## src/rtl/xfc_pkg.sv

```systemverilog
// Package: shared constants and helpers for the integer to extended-float converter.
// Assumes the 80-bit layout: 1 sign bit, 15-bit exponent, 64-bit mantissa with explicit integer bit.
package xfc_pkg;
    localparam int EXP_W     = 15;
    localparam int MANT_W    = 64;
    localparam int SW_W      = 16;
    localparam int EXP_BIAS  = 16383;
    localparam int SHAMT_W   = $clog2(MANT_W);

    // Status-word fields kept or forced by an integer load.
    localparam logic [SW_W-1:0] SW_KEEP_MASK = 16'h4500;  // bits 14, 10, 8
    localparam logic [SW_W-1:0] SW_TOP_SEVEN = 16'h3800;  // bits 13:11 = 7

    // Build the status word left by a load from the caller's status word.
    function automatic logic [SW_W-1:0] load_status(input logic [SW_W-1:0] cur);
        return (cur & SW_KEEP_MASK) | SW_TOP_SEVEN;
    endfunction
endpackage

```

## src/rtl/xfc_magnitude.sv

```systemverilog
// Module: xfc_magnitude
// Splits a two's-complement operand into a sign and an unsigned magnitude, and flags zero.
// Assumes: the most negative value negates to itself, and that result is read as unsigned.
module xfc_magnitude #(
    parameter int IN_W = 64
) (
    input  logic [IN_W-1:0] data_i,
    output logic            sign_o,
    output logic [IN_W-1:0] mag_o,
    output logic            zero_o
);
    // Sign, magnitude by negation, and zero flag.
    always_comb begin
        sign_o = data_i[IN_W-1];
        mag_o  = sign_o ? (~data_i + IN_W'(1)) : data_i;
        zero_o = ~|data_i;
    end
endmodule

```

## src/rtl/xfc_lead_one.sv

```systemverilog
// Module: xfc_lead_one
// Priority encoder: returns the index of the highest set bit of vec_i.
// Assumes: idx_o is only meaningful when found_o is high.
module xfc_lead_one #(
    parameter int W = 64,
    localparam int IDX_W = (W > 1) ? $clog2(W) : 1
) (
    input  logic [W-1:0]     vec_i,
    output logic [IDX_W-1:0] idx_o,
    output logic             found_o
);
    // Scan upward so that the highest set bit has the last word.
    always_comb begin
        idx_o   = '0;
        found_o = 1'b0;
        for (int i = 0; i < W; i++) begin
            if (vec_i[i]) begin
                idx_o   = IDX_W'(i);
                found_o = 1'b1;
            end
        end
    end
endmodule

```

## src/rtl/xfc_norm_shift.sv

```systemverilog
// Module: xfc_norm_shift
// Logarithmic left shifter: one stage per bit of the shift amount.
// Assumes: bits shifted past the top are discarded and zeros enter from the bottom.
module xfc_norm_shift #(
    parameter int W = 64,
    localparam int STAGES = $clog2(W)
) (
    input  logic [W-1:0]      data_i,
    input  logic [STAGES-1:0] amt_i,
    output logic [W-1:0]      data_o
);
    logic [W-1:0] stage [0:STAGES];

    assign stage[0] = data_i;

    genvar s;
    generate
        for (s = 0; s < STAGES; s++) begin : g_stage
            // Stage s shifts by 2**s when its amount bit is set.
            assign stage[s+1] = amt_i[s] ? (stage[s] << (1 << s)) : stage[s];
        end
    endgenerate

    assign data_o = stage[STAGES];
endmodule

```

## src/rtl/sint_to_xfloat.sv

```systemverilog
// Module: sint_to_xfloat
// Converts an IN_W-bit signed integer to the 80-bit extended format, with load status word.
// Assumes: IN_W is 16, 32 or 64; single register stage; valid/ready on both sides.
module sint_to_xfloat
    import xfc_pkg::*;
#(
    parameter int IN_W = 64,
    localparam int IDX_W = $clog2(IN_W)
) (
    input  logic              clk,
    input  logic              rst_n,
    input  logic              in_valid,
    output logic              in_ready,
    input  logic [IN_W-1:0]   in_data,
    input  logic [SW_W-1:0]   in_status,
    output logic              out_valid,
    input  logic              out_ready,
    output logic              out_sign,
    output logic [EXP_W-1:0]  out_exp,
    output logic [MANT_W-1:0] out_mant,
    output logic [SW_W-1:0]   out_status
);
    logic              op_sign;
    logic [IN_W-1:0]   op_mag;
    logic              op_zero;
    logic [IDX_W-1:0]  lead_idx;
    logic              lead_found;
    logic [MANT_W-1:0] mag_wide;
    logic [SHAMT_W-1:0] sh_amt;
    logic [MANT_W-1:0] mant_norm;
    logic              nx_sign;
    logic [EXP_W-1:0]  nx_exp;
    logic [MANT_W-1:0] nx_mant;
    logic              accept;

    xfc_magnitude #(.IN_W(IN_W)) u_mag (
        .data_i (in_data),
        .sign_o (op_sign),
        .mag_o  (op_mag),
        .zero_o (op_zero)
    );

    xfc_lead_one #(.W(IN_W)) u_lead (
        .vec_i   (op_mag),
        .idx_o   (lead_idx),
        .found_o (lead_found)
    );

    // Widen the magnitude and derive the normalising shift.
    always_comb begin
        mag_wide = MANT_W'(op_mag);
        sh_amt   = SHAMT_W'(MANT_W - 1) - SHAMT_W'(lead_idx);
    end

    xfc_norm_shift #(.W(MANT_W)) u_shift (
        .data_i (mag_wide),
        .amt_i  (sh_amt),
        .data_o (mant_norm)
    );

    // Assemble the next result; zero bypasses the biasing and shift.
    always_comb begin
        if (op_zero) begin
            nx_sign = 1'b0;
            nx_exp  = '0;
            nx_mant = '0;
        end else begin
            nx_sign = op_sign;
            nx_exp  = EXP_W'(EXP_BIAS) + EXP_W'(lead_idx);
            nx_mant = mant_norm;
        end
    end

    assign in_ready = !out_valid || out_ready;
    assign accept   = in_valid && in_ready;

    // Output valid flag: set on accept, cleared when drained with nothing new.
    always_ff @(posedge clk) begin
        if (!rst_n)        out_valid <= 1'b0;
        else if (in_ready) out_valid <= in_valid;
    end

    // Result register: loads only when an operand is taken.
    always_ff @(posedge clk) begin
        if (!rst_n) begin
            out_sign   <= 1'b0;
            out_exp    <= '0;
            out_mant   <= '0;
            out_status <= '0;
        end else if (accept) begin
            out_sign   <= nx_sign;
            out_exp    <= nx_exp;
            out_mant   <= nx_mant;
            out_status <= load_status(in_status);
        end
    end

    // Zero results are positive zero with empty mantissa.
    assert_zero_result_R1: assert property (@(posedge clk) disable iff (!rst_n)
        out_valid && (out_exp == '0) |-> (out_mant == '0) && !out_sign);

    // Encoder index points at a set magnitude bit.
    assert_lead_one_set_R3: assert property (@(posedge clk) disable iff (!rst_n)
        accept && !op_zero |-> lead_found && op_mag[lead_idx]);

    // Biased exponent stays inside the range the width allows.
    assert_exp_range_R3: assert property (@(posedge clk) disable iff (!rst_n)
        out_valid && (out_exp != '0) |->
            (out_exp >= EXP_W'(EXP_BIAS)) && (out_exp <= EXP_W'(EXP_BIAS + IN_W - 1)));

    // Shifter puts the leading one at the integer bit.
    assert_norm_msb_R4: assert property (@(posedge clk) disable iff (!rst_n)
        accept && !op_zero |-> mant_norm[MANT_W-1]);

    // Held result has integer bit set exactly when non-zero.
    assert_held_msb_R4: assert property (@(posedge clk) disable iff (!rst_n)
        out_valid |-> (out_mant[MANT_W-1] == (out_exp != '0)));

    // Status word: top field seven, only kept bits besides.
    assert_status_top_R5: assert property (@(posedge clk) disable iff (!rst_n)
        out_valid |-> (out_status[13:11] == 3'b111)
                   && ((out_status & ~(SW_KEEP_MASK | SW_TOP_SEVEN)) == '0));

    // Stalled output holds still.
    assert_hold_stable_R7: assert property (@(posedge clk) disable iff (!rst_n)
        out_valid && !out_ready |=> out_valid && $stable(out_mant) && $stable(out_exp)
                                   && $stable(out_sign) && $stable(out_status));

    // Reset empties the stage.
    assert_reset_idle_R8: assert property (@(posedge clk)
        !rst_n |=> !out_valid);

    // No operand is taken while the stage is blocked.
    assert_no_take_blocked_R9: assert property (@(posedge clk) disable iff (!rst_n)
        out_valid && !out_ready |-> !in_ready);
endmodule

```

## config.mk

```make
export PLATFORM = sky130hd
export DESIGN_NAME = sint_to_xfloat
export DESIGN_NICKNAME = d
export VERILOG_FILES = /design/src/rtl/xfc_pkg.sv /design/src/rtl/xfc_magnitude.sv /design/src/rtl/xfc_lead_one.sv /design/src/rtl/xfc_norm_shift.sv /design/src/rtl/sint_to_xfloat.sv
export SDC_FILE = /design/constraint.sdc
export NUM_CORES = 1
export LEC_CHECK = 0
export ABC_CLOCK_PERIOD_IN_PS = 6000
export BUFFER_PORTS_ARGS = -buffer_cell sky130_fd_sc_hd__buf_2
export CAP_MARGIN = 25
export CORE_MARGIN = 2
export CORE_UTILIZATION = 30
export DETAILED_ROUTE_END_ITERATION = 7
export PLACE_DENSITY = 0.45
export SYNTH_ARGS = -nofsm -noshare
export SYNTH_HDL_FRONTEND = slang
export SYNTH_SLANG_ARGS = --single-unit
```

## constraint.sdc

```tcl
create_clock -name clk -period 6 [get_ports clk]
set_input_delay 0.9 -clock clk [delete_from_list [all_inputs] [get_ports clk]]
set_output_delay 0.9 -clock clk [all_outputs]
set_load 0.01 [all_outputs]
```

==> flow_summary.ini, run 1 <==
[routing]
via_per_inst = 5.73
drtIter0Drc = 1055
route.final.wire_length_mm = 49.9
avgRoutedWirePerCell_um = 21.9
remaining_drc_errors = 0
firstDrtPassIters = 6
ant_nets = 0
num_vias = 13068

[clock_network]
cts_tree = done
postCtsSetupBuffers = 0
numCtsBuffers = 9
cts.sinks = 82
clk_latency_ps = 340
clk_path_buf_depth = 2
path_clk_slew_ps = 60
root_buffer = clkbuf_16
htree_levels = 3

[cells_and_area]
final_area_mm2 = 0.0141
final_common_cell = buf_4
nNetsFinal = 1897
diodes = 0
layout-drive-gt1-share = 0.277
final_cell_mix = buf_4, nand2_1, mux2i_1
syn2layout_area_growth_pct = 25.9

[timing]
max_freq_mhz = 174
finalSetupViolations = 0
slew_headroom = 0.482
skew_ps = 8.71
rsz0062_at_grt = false
finalHoldViolCount = 0
slew_viol_final = 0
period_minus_slack_ps = 5760
tightestPinTransition_ps = 776
finalHoldWorstSlack_ps = 450
period_share = 0.959

[floorplanning]
die_h_um = 197
ioPinCount = 182
die-width_um = 197
coreArea_mm2 = 0.0367
start_util = 0.306
die-area_mm2 = 0.0389
rows = 70

[setup_path]
required_ps = 6280
startpoint_type = input port
crit_path_max_fanout = 8
cp.arrival_ps = 6040
crit_path_end_kind = flop
crit_type = input port to flop
r2r_slack_ps = 3400

[grt]
grt_pass1_wl_mm = 76.7
grt_max_degree = 58
grt_pass1_vias = 12678
grt_usage = 0.253
grt_overflow = 0
antenna_found_initial = 0

[synthesis]
ys_warn_count = 0
synth_area_per_cell_um2 = 7.26
netlist_area_mm2 = 0.0112
ys_ff_latch = 82
synth_cell_types = 97
async_flop_share = 0
synth_edf_count = 0
netlist_instances = 1545
ys_seq_area_frac = 0.146
synthFlopType = dfxtp_1

[place]
port_buffers = 158
hpwl_mm = 40.1
place.gp.congestion = 0.954
dpl_cell_area_mm2 = 0.0138

[power]
powerDensity_mw_per_mm2 = 186
leakage_nw = 6.03
ir_drop_uv = 152

[worst_hold_path]
hold_class = flop to flop

[job]
max_cap_violations = 0

[outcome]
outcome = finished, final reports clean
-- state kept, by name, summed over array words and instances, names as in the netlist --
register    count
out_exp        12
out_mant       64
out_sign        1
out_status      4
out_valid       1
-- metrics by stage --
stage	total power [mW]	std cells	setup slack, ps	util	TNS [ps]
finish	2.63	2281	243	0.385	0
global placement	2.03	2265	-7.33	0.376	-7.33
floorplan	1.43	1554	713	-	0
CTS	2.63	2281	347	0.384	0
global route	2.78	2281	3.70	0.385	0
detailed placement	2.03	2267	15.9	0.376	0
-- worst paths after layout --
| path | from | cells after the start | end |
|---|---|---|---|
| setup / recovery | in_data[21] | 19 | out_mant[51] |
| hold / removal | out_mant[29] | 2 | out_mant[29] |
| setup reg to reg | out_valid | 10 | out_mant[59] |
| hold reg to reg | out_mant[29] | 2 | out_mant[29] |
-- layer usage --
| layer | GRT usage | up-vias | part of all wire |
|---|---|---|---|
| li1 | - | 6313 | - |
| met1 | 0.342 | 6223 | 0.45 |
| met2 | 0.426 | 467 | 0.47 |
| met3 | 0.0357 | 65 | 0.060 |
| met4 | 0.0568 | 0 | 0.020 |
| met5 | 0 | - | 0 |
-- critical path, cell delays in order --
cell      delay [ps]
buf_2            100
or3_1            490
buf_4            220
or4_1            500
o31ai_1          330
xor2_1           280
o211ai_1         200
a311oi_1         450
o211ai_1         260
a21boi_4         370
buf_4            200
mux2_1           340
mux2i_1          280
nor2_1            70
nor2_1           160
a21oi_1           90
a211oi_1         500
buf_4            200
a221o_1           90
-- Yosys cell counts (8+ instances only) --
library cell | n | share of area
a22o_1 | 9 | 0.0070
a211oi_1 | 25 | 0.017
buf_2 | 34 | 0.015
inv_1 | 16 | 0.0054
a221oi_1 | 12 | 0.0094
o21ai_0 | 95 | 0.042
o221ai_1 | 8 | 0.0062
xor2_1 | 37 | 0.029
nand2b_1 | 13 | 0.0073
o211ai_1 | 31 | 0.021
nor4_1 | 19 | 0.011
nand4_1 | 18 | 0.010
or4_1 | 8 | 0.0054
o41ai_1 | 8 | 0.0062
a21oi_1 | 93 | 0.041
clkbuf_1 | 70 | 0.023
a31oi_1 | 26 | 0.015
nand3_1 | 33 | 0.015
dfxtp_1 | 82 | 0.15
mux2i_1 | 161 | 0.14
nor3_1 | 50 | 0.022
nor2_1 | 136 | 0.046
a21o_1 | 9 | 0.0060
o31ai_1 | 17 | 0.011
nand2_1 | 173 | 0.058
a32o_1 | 10 | 0.0089
a22oi_1 | 22 | 0.015
or3_1 | 15 | 0.0084
mux2_2 | 38 | 0.038
o22ai_1 | 14 | 0.0078
o21ai_1 | 13 | 0.0058
buf_4 | 24 | 0.016
buf_1 | 16 | 0.0054
xnor2_1 | 39 | 0.030
-- kinds of logic (layout without fill, tap and decap cells) --
| kind of cell | Yosys count | in the layout | share of synthesized area |
|---|---|---|---|
| other | 1 | 10 | 0.000334 |
| AO/OA/AOI/OAI | 482 | 482 | 0.298 |
| buffers and inverters | 173 | 432 | 0.0769 |
| multiplexers | 201 | 201 | 0.184 |
| flip-flops | 82 | 82 | 0.146 |
| AND/OR/NAND/NOR | 526 | 526 | 0.231 |
| XOR/XNOR | 77 | 77 | 0.0608 |
| adder cells (fa/ha/maj) | 3 | 3 | 0.00335 |
-- area by class of cell --
class,count,area (um2)
Clock buffer,9,225
Tap cell,468,586
Sequential cell,82,1640
Multi-Input combinational cell,1299,8810
Inverter,20,75.1
Timing Repair Buffer,398,2710
Clock inverter,5,78.8
Fill cell,3948,22600
-- power breakdown --
| part | internal, mW | leakage, nW | switching [mW] | total [mW] |
|---|---|---|---|---|
| registers | 0.601 | 0.675 | 0.0339 | 0.635 |
| clock network | 0.360 | 0.152 | 0.226 | 0.586 |
| logic | 0.584 | 5.20 | 0.824 | 1.41 |
-- timing repair --
item,4_1_cts,5_1_grt
hold buffers,0,0
endpoints found under the setup margin,0,3
gates resized for setup,0,3
Power figures use the tool's default switching activity.
==> inputs of run 2 (changes only) <==
--- a/config.mk
+++ b/config.mk
@@ -9,9 +9,9 @@
 export BUFFER_PORTS_ARGS = -buffer_cell sky130_fd_sc_hd__buf_2
 export CAP_MARGIN = 25
 export CORE_MARGIN = 2
-export CORE_UTILIZATION = 30
+export CORE_UTILIZATION = 48
 export DETAILED_ROUTE_END_ITERATION = 7
-export PLACE_DENSITY = 0.45
+export PLACE_DENSITY = 0.67
 export SYNTH_ARGS = -nofsm -noshare
 export SYNTH_HDL_FRONTEND = slang
 export SYNTH_SLANG_ARGS = --single-unit
==> flow_summary.ini, run 2 (same netlist as run 1, synthesis figures left out) <==
[setup_path]
path_cells = buf_2, inv_1, ha_1, inv_1, nor4_2, nand2_1, or4_1, a22o_1, a32o_1, and4_1, a21oi_2, o21ai_4, inv_2, buf_4, mux2i_1, nand2_1, a31oi_1, o22ai_1, o21bai_1
required_ps = 6200
crit_path_end_kind = flop
crit_slowest_cell = a31oi_1
crit_path_max_fanout = 18
cpPeakStageDelay_ps = 740
r2r_start = out_valid
crit_type = input port to flop
startpoint_type = input port
cp.arrival_ps = 5990
cp-startpoint = in_data[1]

[power]
ir_drop_uv = 166
power_mw = 2.50
leakage_nw = 5.75
powerDensity_mw_per_mm2 = 185

[floorplanning]
die_h_um = 157
rows = 55
ioPinCount = 182
die-area_mm2 = 0.0246
start_util = 0.492
coreArea_mm2 = 0.0228
die-width_um = 157

[cells_and_area]
final_common_cell = buf_4
fin_cells = 2080
final_util = 0.593
diodes = 0
largest_reg_flops = 64
layout-drive-gt1-share = 0.257
nNetsFinal = 1849
top_register = out_mant
reg_top3 = out_mant (64), out_exp (12), out_status (4)
final_cell_mix = buf_4, nand2_1, mux2i_1
final_area_mm2 = 0.0135
syn2layout_area_growth_pct = 20.4

[clock_network]
path_clk_slew_ps = 70
numCtsBuffers = 9
clk_latency_ps = 350
cts_tree = done
ctsHoldBuffers = 0
htree_levels = 3
cts.sinks = 82
cts.repair.resized = 0
clk_path_buf_depth = 2
postCtsSetupBuffers = 0
root_buffer = clkbuf_16

[outcome]
outcome = finished, final reports clean

[place]
pre_cts_slack_ps = -19.4
dpl_cell_area_mm2 = 0.0132
placedCellCount = 2064
hpwl_mm = 35.7
place.gp.congestion = 1.01
port_buffers = 158

[grt]
grt_pass1_wl_mm = 70.4
grt_usage = 0.365
grt_overflow = 0
grt_max_degree = 79
antenna_found_initial = 0
grt_pass1_vias = 12408

[timing]
slew_headroom = 0.330
rsz0062_at_grt = true
finalHoldViolCount = 0
period_share = 0.966
slew_viol_final = 0
tightestPinTransition_ps = 996
period_minus_slack_ps = 5790
max_freq_mhz = 173
finalHoldWorstSlack_ps = 435
finalSetupViolations = 0
setup_ws_ps = 206
skew_ps = 8.16
setup_tns_ps = 0

[worst_hold_path]
hold_start = out_mant[41]
hold_class = flop to flop

[routing]
remaining_drc_errors = 0
avgRoutedWirePerCell_um = 21.9
drtIter0Drc = 1583
firstDrtPassIters = 5
route.final.wire_length_mm = 45.6
via_per_inst = 6.39
ant_nets = 0
num_vias = 13297

[job]
max_cap_violations = 0
run 2: cell types whose count changed in the layout (fill, tap and decap cells not counted), moves of 2 or more:
cell and delta:
bufinv_16 -2, clkinvlp_4 +3, buf_4 -44, inv_6 +2
a221oi_1 +2, clkinv_2 -2, buf_12 -2, a221oi_2 -2
run 2: path summary, 6_finish.rpt:
path | slack [ps] | cells after the start | endpoint
min | 430 | 2 | out_mant[41]
max | 210 | 19 | out_mant[59]
min reg2reg | 430 | 2 | out_mant[41]
max reg2reg | 3350 | 11 | out_mant[59]
run 2: area by class of cell:
cell class	count	area, um2
repair buffers	350	2320
well taps	313	392
clock buffers	10	229
fillers	2203	9270
flip-flops and latches	82	1640
clock inverters	6	48.8
inverters	20	75.1
multi-input cells	1299	8800
run 2: report_power, final:
group          leakage (nW)  switching [mW]  internal (mW)  total, mW
sequential            0.675          0.0315          0.601      0.632
clock                 0.126           0.241          0.285      0.526
combinational          4.95           0.806          0.540       1.35
run 2: metal layers:
metal,GRT usage,vias up,part of all wire
met5,0,-,0
met4,0.0865,0,0.023
met3,0.0609,72,0.081
met2,0.592,638,0.46
met1,0.503,6357,0.44
li1,-,6230,-
run 2: critical path: cells and delay by family:
family	cells	cell delay (ps)
AOI/OAI and AO/OA	7	2000
and+or+nand+nor	5	1480
buffers and inverters	5	970
adders and majority gates	1	330
muxes	1	280
